`config.mk`:
```
export PLATFORM = sky130hd
export DESIGN_NAME = wave_turnpt_top
export DESIGN_NICKNAME = d
export VERILOG_FILES = /design/src/rtl/wave_turnpt_pkg.sv /design/src/rtl/wave_turnpt_tracker.sv /design/src/rtl/wave_turnpt_fifo.sv /design/src/rtl/wave_turnpt_top.sv
export SDC_FILE = /design/constraint.sdc
export NUM_CORES = 1
export LEC_CHECK = 0
export ABC_AREA = 1
export CORE_UTILIZATION = 40
export CTS_BUF_LIST = sky130_fd_sc_hd__clkbuf_4 sky130_fd_sc_hd__clkbuf_8
export CTS_CLUSTER_DIAMETER = 80
export DETAILED_ROUTE_END_ITERATION = 16
export SETUP_SLACK_MARGIN = 0.5
export SLEW_MARGIN = 20
export SYNTH_ARGS = -nofsm -noshare
export SYNTH_HDL_FRONTEND = slang
export SYNTH_SLANG_ARGS = --single-unit
```
`constraint.sdc`:
```
create_clock -name clk -period 4.5 [get_ports clk]
set_clock_uncertainty 0.2 [all_clocks]
set_input_delay 0.9 -clock clk [delete_from_list [all_inputs] [get_ports clk]]
set_output_delay 0.9 -clock clk [all_outputs]
set_load 0.01 [all_outputs]
```
`src/rtl/wave_turnpt_pkg.sv`:
```
package wave_turnpt_pkg;
    parameter int DATA_W = 12;
    parameter int IDX_W  = 16;

    typedef enum logic [1:0] {
        TREND_NONE = 2'd0,
        TREND_UP   = 2'd1,
        TREND_DOWN = 2'd2
    } trend_e;

    typedef struct packed {
        logic [IDX_W-1:0]  idx;
        logic [DATA_W-1:0] val;
        logic              is_max;
    } point_t;

    localparam int POINT_W = $bits(point_t);

    // true when a exceeds b by strictly more than h
    function automatic logic beyond(input logic [DATA_W-1:0] a,
                                    input logic [DATA_W-1:0] b,
                                    input logic [DATA_W-1:0] h);
        logic [DATA_W:0] df;
        df = {1'b0, a} - {1'b0, b};
        return !df[DATA_W] && (df[DATA_W-1:0] > h);
    endfunction
endpackage

```
`src/rtl/wave_turnpt_tracker.sv`:
```
module wave_turnpt_tracker
    import wave_turnpt_pkg::*;
(
    input  logic              clk,
    input  logic              rst_n,
    input  logic              mode_full,
    input  logic [DATA_W-1:0] hyst,
    input  logic              in_valid,
    input  logic [DATA_W-1:0] in_data,
    input  logic              in_sor,
    input  logic              in_eor,
    output logic              emit,
    output point_t            point
);
    typedef struct packed {
        logic              active;
        trend_e            trend;
        logic [DATA_W-1:0] ext_val;
        logic [IDX_W-1:0]  ext_idx;
        logic [DATA_W-1:0] first_val;
        logic [IDX_W-1:0]  idx;
        logic              emit;
        point_t            pt;
    } trk_t;

    trk_t q, d;

    logic              take;
    logic              up_from_first, down_from_first;
    logic              above_ext, below_ext, drop_ext, rise_ext;
    trend_e            trend_v;
    logic [DATA_W-1:0] ext_v;
    logic [IDX_W-1:0]  ext_idx_v;
    logic [IDX_W-1:0]  idx_v;

    assign take            = in_valid && (in_sor || q.active);
    assign up_from_first   = beyond(in_data, q.first_val, hyst);
    assign down_from_first = beyond(q.first_val, in_data, hyst);
    assign above_ext       = in_data > q.ext_val;
    assign below_ext       = in_data < q.ext_val;
    assign drop_ext        = beyond(q.ext_val, in_data, hyst);
    assign rise_ext        = beyond(in_data, q.ext_val, hyst);

    always_comb begin
        d         = q;
        d.emit    = 1'b0;
        trend_v   = q.trend;
        ext_v     = q.ext_val;
        ext_idx_v = q.ext_idx;
        idx_v     = q.idx;
        if (take) begin
            if (in_sor) begin
                idx_v       = '0;
                trend_v     = TREND_NONE;
                ext_v       = in_data;
                ext_idx_v   = '0;
                d.first_val = in_data;
            end
            d.idx    = idx_v + 1'b1;
            d.active = !in_eor;
            if (mode_full) begin
                d.emit = 1'b1;
                d.pt   = '{idx: idx_v, val: in_data, is_max: 1'b0};
            end else if (in_eor) begin
                // final sample may only extend the pending extreme
                if (trend_v == TREND_UP) begin
                    if (above_ext && !in_sor) begin
                        ext_v     = in_data;
                        ext_idx_v = idx_v;
                    end
                    d.emit = 1'b1;
                    d.pt   = '{idx: ext_idx_v, val: ext_v, is_max: 1'b1};
                end else if (trend_v == TREND_DOWN) begin
                    if (below_ext && !in_sor) begin
                        ext_v     = in_data;
                        ext_idx_v = idx_v;
                    end
                    d.emit = 1'b1;
                    d.pt   = '{idx: ext_idx_v, val: ext_v, is_max: 1'b0};
                end
            end else if (!in_sor) begin
                case (trend_v)
                    TREND_NONE: begin
                        if (up_from_first) begin
                            trend_v   = TREND_UP;
                            ext_v     = in_data;
                            ext_idx_v = idx_v;
                        end else if (down_from_first) begin
                            trend_v   = TREND_DOWN;
                            ext_v     = in_data;
                            ext_idx_v = idx_v;
                        end
                    end
                    TREND_UP: begin
                        if (above_ext) begin
                            ext_v     = in_data;
                            ext_idx_v = idx_v;
                        end else if (drop_ext) begin
                            d.emit    = 1'b1;
                            d.pt      = '{idx: q.ext_idx, val: q.ext_val, is_max: 1'b1};
                            trend_v   = TREND_DOWN;
                            ext_v     = in_data;
                            ext_idx_v = idx_v;
                        end
                    end
                    TREND_DOWN: begin
                        if (below_ext) begin
                            ext_v     = in_data;
                            ext_idx_v = idx_v;
                        end else if (rise_ext) begin
                            d.emit    = 1'b1;
                            d.pt      = '{idx: q.ext_idx, val: q.ext_val, is_max: 1'b0};
                            trend_v   = TREND_UP;
                            ext_v     = in_data;
                            ext_idx_v = idx_v;
                        end
                    end
                    default: trend_v = TREND_NONE;
                endcase
            end
            d.trend   = trend_v;
            d.ext_val = ext_v;
            d.ext_idx = ext_idx_v;
        end
    end

    always_ff @(posedge clk) begin
        if (!rst_n) q <= '0;
        else        q <= d;
    end

    assign emit  = q.emit;
    assign point = q.pt;

    // a full-mode sample inside a record appears one cycle later, unchanged
    a_r2_full_pass: assert property (@(posedge clk) disable iff (!rst_n)
        (in_valid && mode_full && (in_sor || q.active))
        |=> (q.emit && q.pt.val == $past(in_data) && !q.pt.is_max));

    // the start-marked sample carries index 0
    a_r2_sor_index: assert property (@(posedge clk) disable iff (!rst_n)
        (in_valid && in_sor && mode_full) |=> (q.pt.idx == '0));

    // a stray sample outside a record produces nothing
    a_r3_idle_silent: assert property (@(posedge clk) disable iff (!rst_n)
        (in_valid && !in_sor && !q.active) |=> !q.emit);

    // a point is produced only from a sample of the previous cycle
    a_r11_emit_needs_sample: assert property (@(posedge clk) disable iff (!rst_n)
        !in_valid |=> !q.emit);
endmodule

```
`src/rtl/wave_turnpt_fifo.sv`:
```
module wave_turnpt_fifo #(
    parameter int DEPTH = 16,
    parameter int W     = 29
) (
    input  logic         clk,
    input  logic         rst_n,
    input  logic         wr_en,
    input  logic [W-1:0] wr_data,
    input  logic         rd_en,
    output logic [W-1:0] rd_data,
    output logic         empty,
    output logic         ovf
);
    localparam int PTR_W = $clog2(DEPTH);

    typedef struct packed {
        logic [PTR_W-1:0] rd_ptr;
        logic [PTR_W-1:0] wr_ptr;
        logic [PTR_W:0]   count;
        logic             ovf;
    } fifo_t;

    fifo_t q, d;
    logic [W-1:0] mem [DEPTH];
    logic rd_ok, wr_ok;

    assign rd_ok = rd_en && (q.count != '0);
    assign wr_ok = wr_en && ((q.count != (PTR_W+1)'(DEPTH)) || rd_ok);

    always_comb begin
        d = q;
        if (rd_ok) d.rd_ptr = q.rd_ptr + 1'b1;
        if (wr_ok) d.wr_ptr = q.wr_ptr + 1'b1;
        case ({wr_ok, rd_ok})
            2'b10:   d.count = q.count + 1'b1;
            2'b01:   d.count = q.count - 1'b1;
            default: d.count = q.count;
        endcase
        if (wr_en && !wr_ok) d.ovf = 1'b1;
    end

    always_ff @(posedge clk) begin
        if (!rst_n) q <= '0;
        else        q <= d;
    end

    always_ff @(posedge clk) begin
        if (wr_ok) mem[q.wr_ptr] <= wr_data;
    end

    assign rd_data = mem[q.rd_ptr];
    assign empty   = (q.count == '0);
    assign ovf     = q.ovf;

    // a write into a full, unread FIFO leaves it full and flags overflow
    a_r10_drop_when_full: assert property (@(posedge clk) disable iff (!rst_n)
        (q.count == (PTR_W+1)'(DEPTH) && wr_en && !rd_en)
        |=> (q.count == (PTR_W+1)'(DEPTH) && q.ovf));
endmodule

```
`src/rtl/wave_turnpt_top.sv`:
```
module wave_turnpt_top
    import wave_turnpt_pkg::*;
#(
    parameter int FIFO_DEPTH = 16
) (
    input  logic              clk,
    input  logic              rst_n,
    input  logic              mode_full,
    input  logic [DATA_W-1:0] hyst,
    input  logic              in_valid,
    input  logic [DATA_W-1:0] in_data,
    input  logic              in_sor,
    input  logic              in_eor,
    output logic              out_valid,
    input  logic              out_ready,
    output logic [IDX_W-1:0]  out_index,
    output logic [DATA_W-1:0] out_value,
    output logic              out_is_max,
    output logic              out_overflow
);
    logic   emit;
    point_t pt_w, pt_r;
    logic   fifo_empty;

    wave_turnpt_tracker u_trk (
        .clk       (clk),
        .rst_n     (rst_n),
        .mode_full (mode_full),
        .hyst      (hyst),
        .in_valid  (in_valid),
        .in_data   (in_data),
        .in_sor    (in_sor),
        .in_eor    (in_eor),
        .emit      (emit),
        .point     (pt_w)
    );

    wave_turnpt_fifo #(.DEPTH(FIFO_DEPTH), .W(POINT_W)) u_fifo (
        .clk     (clk),
        .rst_n   (rst_n),
        .wr_en   (emit),
        .wr_data (pt_w),
        .rd_en   (out_valid && out_ready),
        .rd_data (pt_r),
        .empty   (fifo_empty),
        .ovf     (out_overflow)
    );

    assign out_valid  = !fifo_empty;
    assign out_index  = pt_r.idx;
    assign out_value  = pt_r.val;
    assign out_is_max = pt_r.is_max;

    // a stalled record stays put
    a_r9_hold_stable: assert property (@(posedge clk) disable iff (!rst_n)
        (out_valid && !out_ready)
        |=> (out_valid && $stable({out_index, out_value, out_is_max})));

    // the overflow flag never clears on its own
    a_r10_ovf_sticky: assert property (@(posedge clk) disable iff (!rst_n)
        out_overflow |=> out_overflow);
endmodule

```
## Yosys cells after proc, flatten, opt, wreduce, memory -nomap -nowiden

Memories as Yosys holds them, arrays and structs flattened. A register that Yosys moved wholly into a read port is not among the register bits.
Index checks and enable logic that the tools add are counted.
W data, S select, Z words.

| operators by class | value |
|---|---|
| add/subtract/negate cells | 9 |
| order comparisons | 6 |
| eq/ne operators | 10 |
| mux-type cells | 59 |
| reductions and logical operators | 29 |

Operators by type and width:

| cell | number |
|---|---|
| $mux W30 | 9 |
| $mux W16 | 16 |
| $mux W12 | 14 |
| $gt A12 B12 Y1 | 5 |
| $pmux W30 S2 | 1 |
| $sub A12 B12 Y13 | 4 |
| $pmux W16 S3 | 1 |
| $pmux W12 S3 | 1 |
| $mux W2 | 11 |
| $add A16 B1 Y16 const B | 1 |
| $lt A12 B12 Y1 | 1 |
| $logic_and A1 B1 Y1 | 11 |
| $pmux W5 S2 | 1 |
| $add A4 B1 Y4 const B | 2 |
| $logic_not A1 Y1 | 8 |
| $mux W4 | 2 |
| $ne A4 B3 Y1 const B | 2 |
| $ne A4 B4 Y1 const B | 2 |
| $reduce_and A7 Y1 | 1 |
| $pmux W2 S3 | 1 |
| $add A5 B1 Y5 const B | 1 |
| $logic_not A5 Y1 | 1 |
| $ne A5 B5 Y1 const B | 1 |
| $reduce_bool A5 Y1 | 1 |
| other kinds (10) | 15 |

| word-level totals | value |
|---|---|
| bits in registers | 103 |
| RAM bits | 464 |
| bits of input ports | 31 |
| output and inout bits | 31 |
| logic and storage cells | 128 |
| memories | 1 |

Memory list:

| memory | depth | width | rd ports | clocked after memory_dff | wr ports | RTL line | RTL |
|---|---|---|---|---|---|---|---|
| u_fifo.mem | 16 | 29 | 1 | 1 | 1 | wave_turnpt_fifo.sv:24 | `logic [W-1:0] mem [DEPTH];` |

## Logic depth before layout (Yosys ltp)

| depth | value |
|---|---|
| depth after elaboration | 9 |
| mapped depth | 29 |
| depth with buffers taken out | 27 |

## Hierarchy

From an unflattened synthesis, not the netlist that was laid out.

| unflattened totals | value |
|---|---|
| cell total of the unflattened synthesis | 3,344 |
| area total of the unflattened synthesis | 30,297.8 sq um |

Modules (own cells, without submodules):

| module | times used | cells each | area an instance (sq um) | seq. area each (sq um) |
|---|---|---|---|---|
| wave_turnpt_fifo | 1 | 1,599 | 19,702.6 | 14,293.7 |
| wave_turnpt_tracker | 1 | 1,742 | 10,581.4 | 1,781.7 |
| wave_turnpt_top | 1 | 3 | 13.8 | 0.0 |

## Worst setup path after synthesis

OpenSTA, ideal clock, no wires.

| timing | value |
|---|---|
| kind | input to register |
| start | input port in_data[3] |
| end | register u_trk.q[74] (netlist name) |
| setup time | 0.132 ns |
| data arrival time | 3.827 ns |
| data required time | 4.168 ns |
| setup slack | 0.341 ns |
| stages on the path | 26 |
| path buffers | 1 |
| cells stage by stage | inv_1 -> ha_1 -> buf_2 -> nand2_1 -> nor2_1 -> a21oi_1 -> nor2_1 -> nor2_1 -> o21ai_0 -> xor2_1 -> inv_1 -> ha_1 -> nand2_1 -> nor2_1 -> and2_1 -> nand2_1 -> nand3_1 -> nand3_1 -> nand3_1 -> nand4_2 -> nand2_1 -> nand2_1 -> nand2_1 -> nand2_1 -> nand2_1 -> a21oi_1 |

| on the way | value |
|---|---|
| longest elaborated chain between the ends | 9 |
| elaborated cells on any way between the ends | 34 |
| those cells by class | add/sub (4); order compare (6); mux (14); reduce/logical (10) |

RTL lines:

| element | RTL line | RTL |
|---|---|---|
| start, declared | wave_turnpt_top.sv:11 | `input logic [DATA_W-1:0] in_data,` |
| $sub A12 B12 Y13 | wave_turnpt_pkg.sv:24 | `df = {1'b0, a} - {1'b0, b};` |
| $gt A12 B12 Y1 / $logic_not A1 Y1 (equally long branches) | wave_turnpt_pkg.sv:25 | `return !df[DATA_W] && (df[DATA_W-1:0] > h);` |
| $logic_and A1 B1 Y1 | wave_turnpt_pkg.sv:25 |  |
| $mux W12, on equally long branches | wave_turnpt_tracker.sv:110, wave_turnpt_tracker.sv:88, wave_turnpt_tracker.sv:98 |  |
| $mux W12, on equally long branches | wave_turnpt_tracker.sv:107, wave_turnpt_tracker.sv:84, wave_turnpt_tracker.sv:95 |  |
| $pmux W12 S3 | wave_turnpt_tracker.sv:82 | `case (trend_v)` |
| $mux W12 | wave_turnpt_tracker.sv:81 | `end else if (!in_sor) begin` |
| $mux W12 (*) | wave_turnpt_tracker.sv:64 | `end else if (in_eor) begin` |
| $mux W12 (*) | wave_turnpt_tracker.sv:61 | `if (mode_full) begin` |
| end signal, assigned | wave_turnpt_tracker.sv:128 | `if (!rst_n) q <= '0;` |
| end signal, assigned | wave_turnpt_tracker.sv:129 | `else q <= d;` |
| end, declared | wave_turnpt_tracker.sv:26 | `trk_t q, d;` |

Every way passes the cells marked *; elsewhere a longest branch is shown, timed or not.
A chain may end at the register's enable or synchronous reset.

==> impl_metrics.csv <==
group,metric,value,unit
worst_setup_path,crit_buf_inv,3,
final_layout,multi_input_area,0.0119,mm²
worst_hold_path,hp-start,"u_trk.q[35]",
grt,antenna_found_initial,1,
power,power,14.9,mW
worst_hold_path,holdPathStages,1,
drt,vias,22900,
timing,rsz0062_at_grt,"yes",
placed_design,gp_congestion,0.898,
worst_setup_path,cp_max_fo,55,
drt,drt_pass1_iterations,5,
power,p_leak,13.5,nW
drt,vias_per_cell,5.42,
drt,wire_per_inst,20.7,µm
synthesis,ys_seq_elements,571,
worst_setup_path,criticalPathCategory,"flip-flop to primary output",
floorplan,io_pins,62,
final_layout,area_growth,20.9,%
synthesis,synthCells,2956,
timing,worst_pin_slew,960,ps
grt,met2_usage,39.2,%
worst_setup_path,slowest_delay,500,ps
run_status,status,"finished clean",
drt,wl,87.1,mm
final_layout,final_cell_mix,"edfxtp_1, nand2_1, a21oi_1, inv_1, o21ai_0",
floorplan,die_w,272,µm
final_layout,stdcell_count,4217,
drt,drc,0,
timing,finalHoldViolCount,0,
power,max-vdd-ir-drop,287,µV
worst_setup_path,crit_chain,"buf_12, buf_16, mux2i_1, o21ai_0, o211ai_1, nand2_1, clkdlybuf4s50_1",
cts,numCtsBuffers,93,
floorplan,start_util,40.6,%
final_layout,seqCellArea,0.0161,mm²
final_layout,diodes,0,
grt,grt_pass1_vias,22400,
timing,achievable-frequency,255,MHz
placed_design,hpwl,53.5,mm
drt,drtIter0Drc,1978,
synthesis,synthArstFlopShare,0,%
synthesis,syn_nets,3099,
timing,final_max_slew_viol_count,0,
cts,root_buffer,"clkbuf_8",
grt,use_met1,29.9,%
final_layout,fin_nets,3339,
worst_setup_path,crit_family,"buffers and inverters",
job,cap_violations,0,
floorplan,die_area,0.0738,mm²
placed_design,detailed_place.area,0.0321,mm²
placed_design,placedCellCount,4016,
final_layout,layout-drive-gt1-share,18.8,%
grt,track_usage,22.9,%
timing,relSlewSlack,35.8,%
worst_setup_path,crit_cells,7,
synthesis,avgSynthCellArea,9.84,µm²
cts,cts.path.max_buffers,3,
floorplan,rows,98,
timing,whs,236,ps
cts,clock_latency,700,ps
worst_setup_path,arrival,2820,ps
worst_setup_path,r2r-end,"u_trk.q[71]",
floorplan,core_area,0.0717,mm²
grt,gr-total-overflow,0,
worst_setup_path,cp_slowest_cell,"dfxtp_4",
grt,grt_start_max_net_pins,117,
floorplan,fp.dieH,272,µm
final_layout,mostFrequentLayoutCell,"edfxtp_1",
worst_setup_path,cp.required,3400,ps
timing,setup_viol,0,
synthesis,synthDistinctLibCells,52,
synthesis,yosysSeqAreaShare,55.2,%
placed_design,io_buffers,61,
cts,cts_sinks,571,
power,powerDensity,425,mW/mm²
final_layout,fillCellCount,6530,
grt,grt_pass1_wl,130,mm
worst_setup_path,ff2ff_setup_slack,650,ps
worst_hold_path,hold_path_class,"flip-flop to flip-flop",
grt,busiest_layer,"met2",
synthesis,ys_warn_count,0,
grt,grtUsageMet3,2.97,%
worst_hold_path,hold_path_end,"u_trk.q[35]",
cts,clk_pin_slew_worst_paths,60,ps
timing,period_share,87.0,%
drt,ant_nets,0,
worst_setup_path,crit-reg2reg-launch,"u_trk.q[74]",
cts,h-tree-depth,3,
synthesis,netlist_area,0.0291,mm²
worst_setup_path,crit_path_end_kind,"primary output",
synthesis,synth_edf_count,464,
timing,post-route-min-period,3920,ps
worst_setup_path,cp-start-kind,"flip-flop",
worst_setup_path,reg2reg_depth,24,
synthesis,ys.flop_type,"edfxtp_1",
cts,cts_tree,"built",
final_layout,final_cell_area,0.0352,mm²
-- where the power goes --
| group | switching (mW) | internal [mW] |
|---|---|---|
| registers | 0.184 | 5.82 |
| clock network | 2.08 | 2.42 |
| logic | 2.57 | 1.87 |
| total | 4.83 | 10.1 |
-- stage by stage --
step | util (%) | setup TNS (ps) | worst slack (ps)
floorplan | - | 0 | 505
global placement | 44.8 | -38400 | -787
detailed placement | 44.8 | -40920 | -825
CTS | 48.2 | 0 | 419
global route | 49.1 | 0 | 446
finish | 49.1 | 0 | 583
-- cells by family (layout without fill, tap and decap cells) --
logic type / after synthesis / after routing / synth area share, %
mux: 116 / 116 / 3.99
flops: 571 / 571 / 55.2
compound gates: 828 / 828 / 15.9
fa+ha+maj: 112 / 112 / 4.94
xor+xnor: 43 / 43 / 1.29
buf+inv: 504 / 815 / 7.05
simple gates: 782 / 782 / 11.6
-- synthesized netlist by cell type (4+ instances only) --
master	number	area [µm²]
nor3_1	7	35.0
xor2_1	37	324
o21ai_1	45	225
a21oi_1	332	1660
o211ai_1	151	1130
inv_1	322	1210
edfxtp_1	464	13900
buf_1	5	18.8
ha_1	107	1340
nor2_2	5	31.3
nand3_1	118	591
buf_4	11	82.6
nand3_2	4	40.0
inv_2	12	45.0
clkinv_1	6	22.5
buf_6	10	113
nand2_1	463	1740
a21o_1	8	60.1
mux2i_1	116	1160
o21ai_0	257	1290
buf_2	27	135
dfxtp_1	107	2140
nand4_1	12	75.1
xnor2_1	6	52.6
o2111ai_1	6	52.6
o21a_1	7	52.6
fa_1	5	100
nor2_1	143	537
nand2_2	6	37.5
clkbuf_1	106	398
o22ai_1	7	43.8
nand2_4	5	56.3
-- what timing repair did --
| item | in CTS | in global routing |
|---|---|---|
| resized for setup | 107 | 118 |
| hold buffers | 0 | 0 |
| pin swaps | 29 | 56 |
| cloned | 3 | 5 |
| setup endpoints to repair | 87 | 80 |
| setup buffers | 11 | 16 |
-- registers in the layout, indices dropped and copies added, names as in the netlist, named ones only --
| signal | cells |
|---|---|
| u_fifo.mem | 464 |
| u_fifo.ovf | 1 |
| u_fifo.q | 13 |
| u_trk.emit | 1 |
| u_trk.point | 29 |
| u_trk.q | 59 |
-- how the worst max path moves through the flow --
stage           startpoint               to  slack (ps)
2_1_floorplan   in_data[2]   u_trk.point[3]         500
3_3_place_gp    in_data[4]  u_trk.point[25]        -790
3_5_place_dp    in_data[4]  u_trk.point[25]        -830
4_1_cts          flip-flop     out_index[4]         420
5_1_grt        u_trk.q[74]      u_trk.q[71]         450
6_report         flip-flop     out_index[4]         580
-- area by class of cell --
| cell class | instances | area share [%] |
|---|---|---|
| inverter | 342 | 3.75 |
| clock inverter | 35 | 0.722 |
| timing repair buffer | 307 | 8.14 |
| multi-input combinational | 1881 | 33.7 |
| clock buffer | 131 | 4.54 |
| tap | 950 | 3.38 |
| sequential | 571 | 45.8 |
-- per-layer routing --
metal / up-vias / routed length, µm
met1: 11100 / 37100
met2: 784 / 43000
met4: 2 / 1960
met5: - / 20
met3: 148 / 5090
li1: 10800 / -
Note: power is estimated with default switching activity, not from simulation.
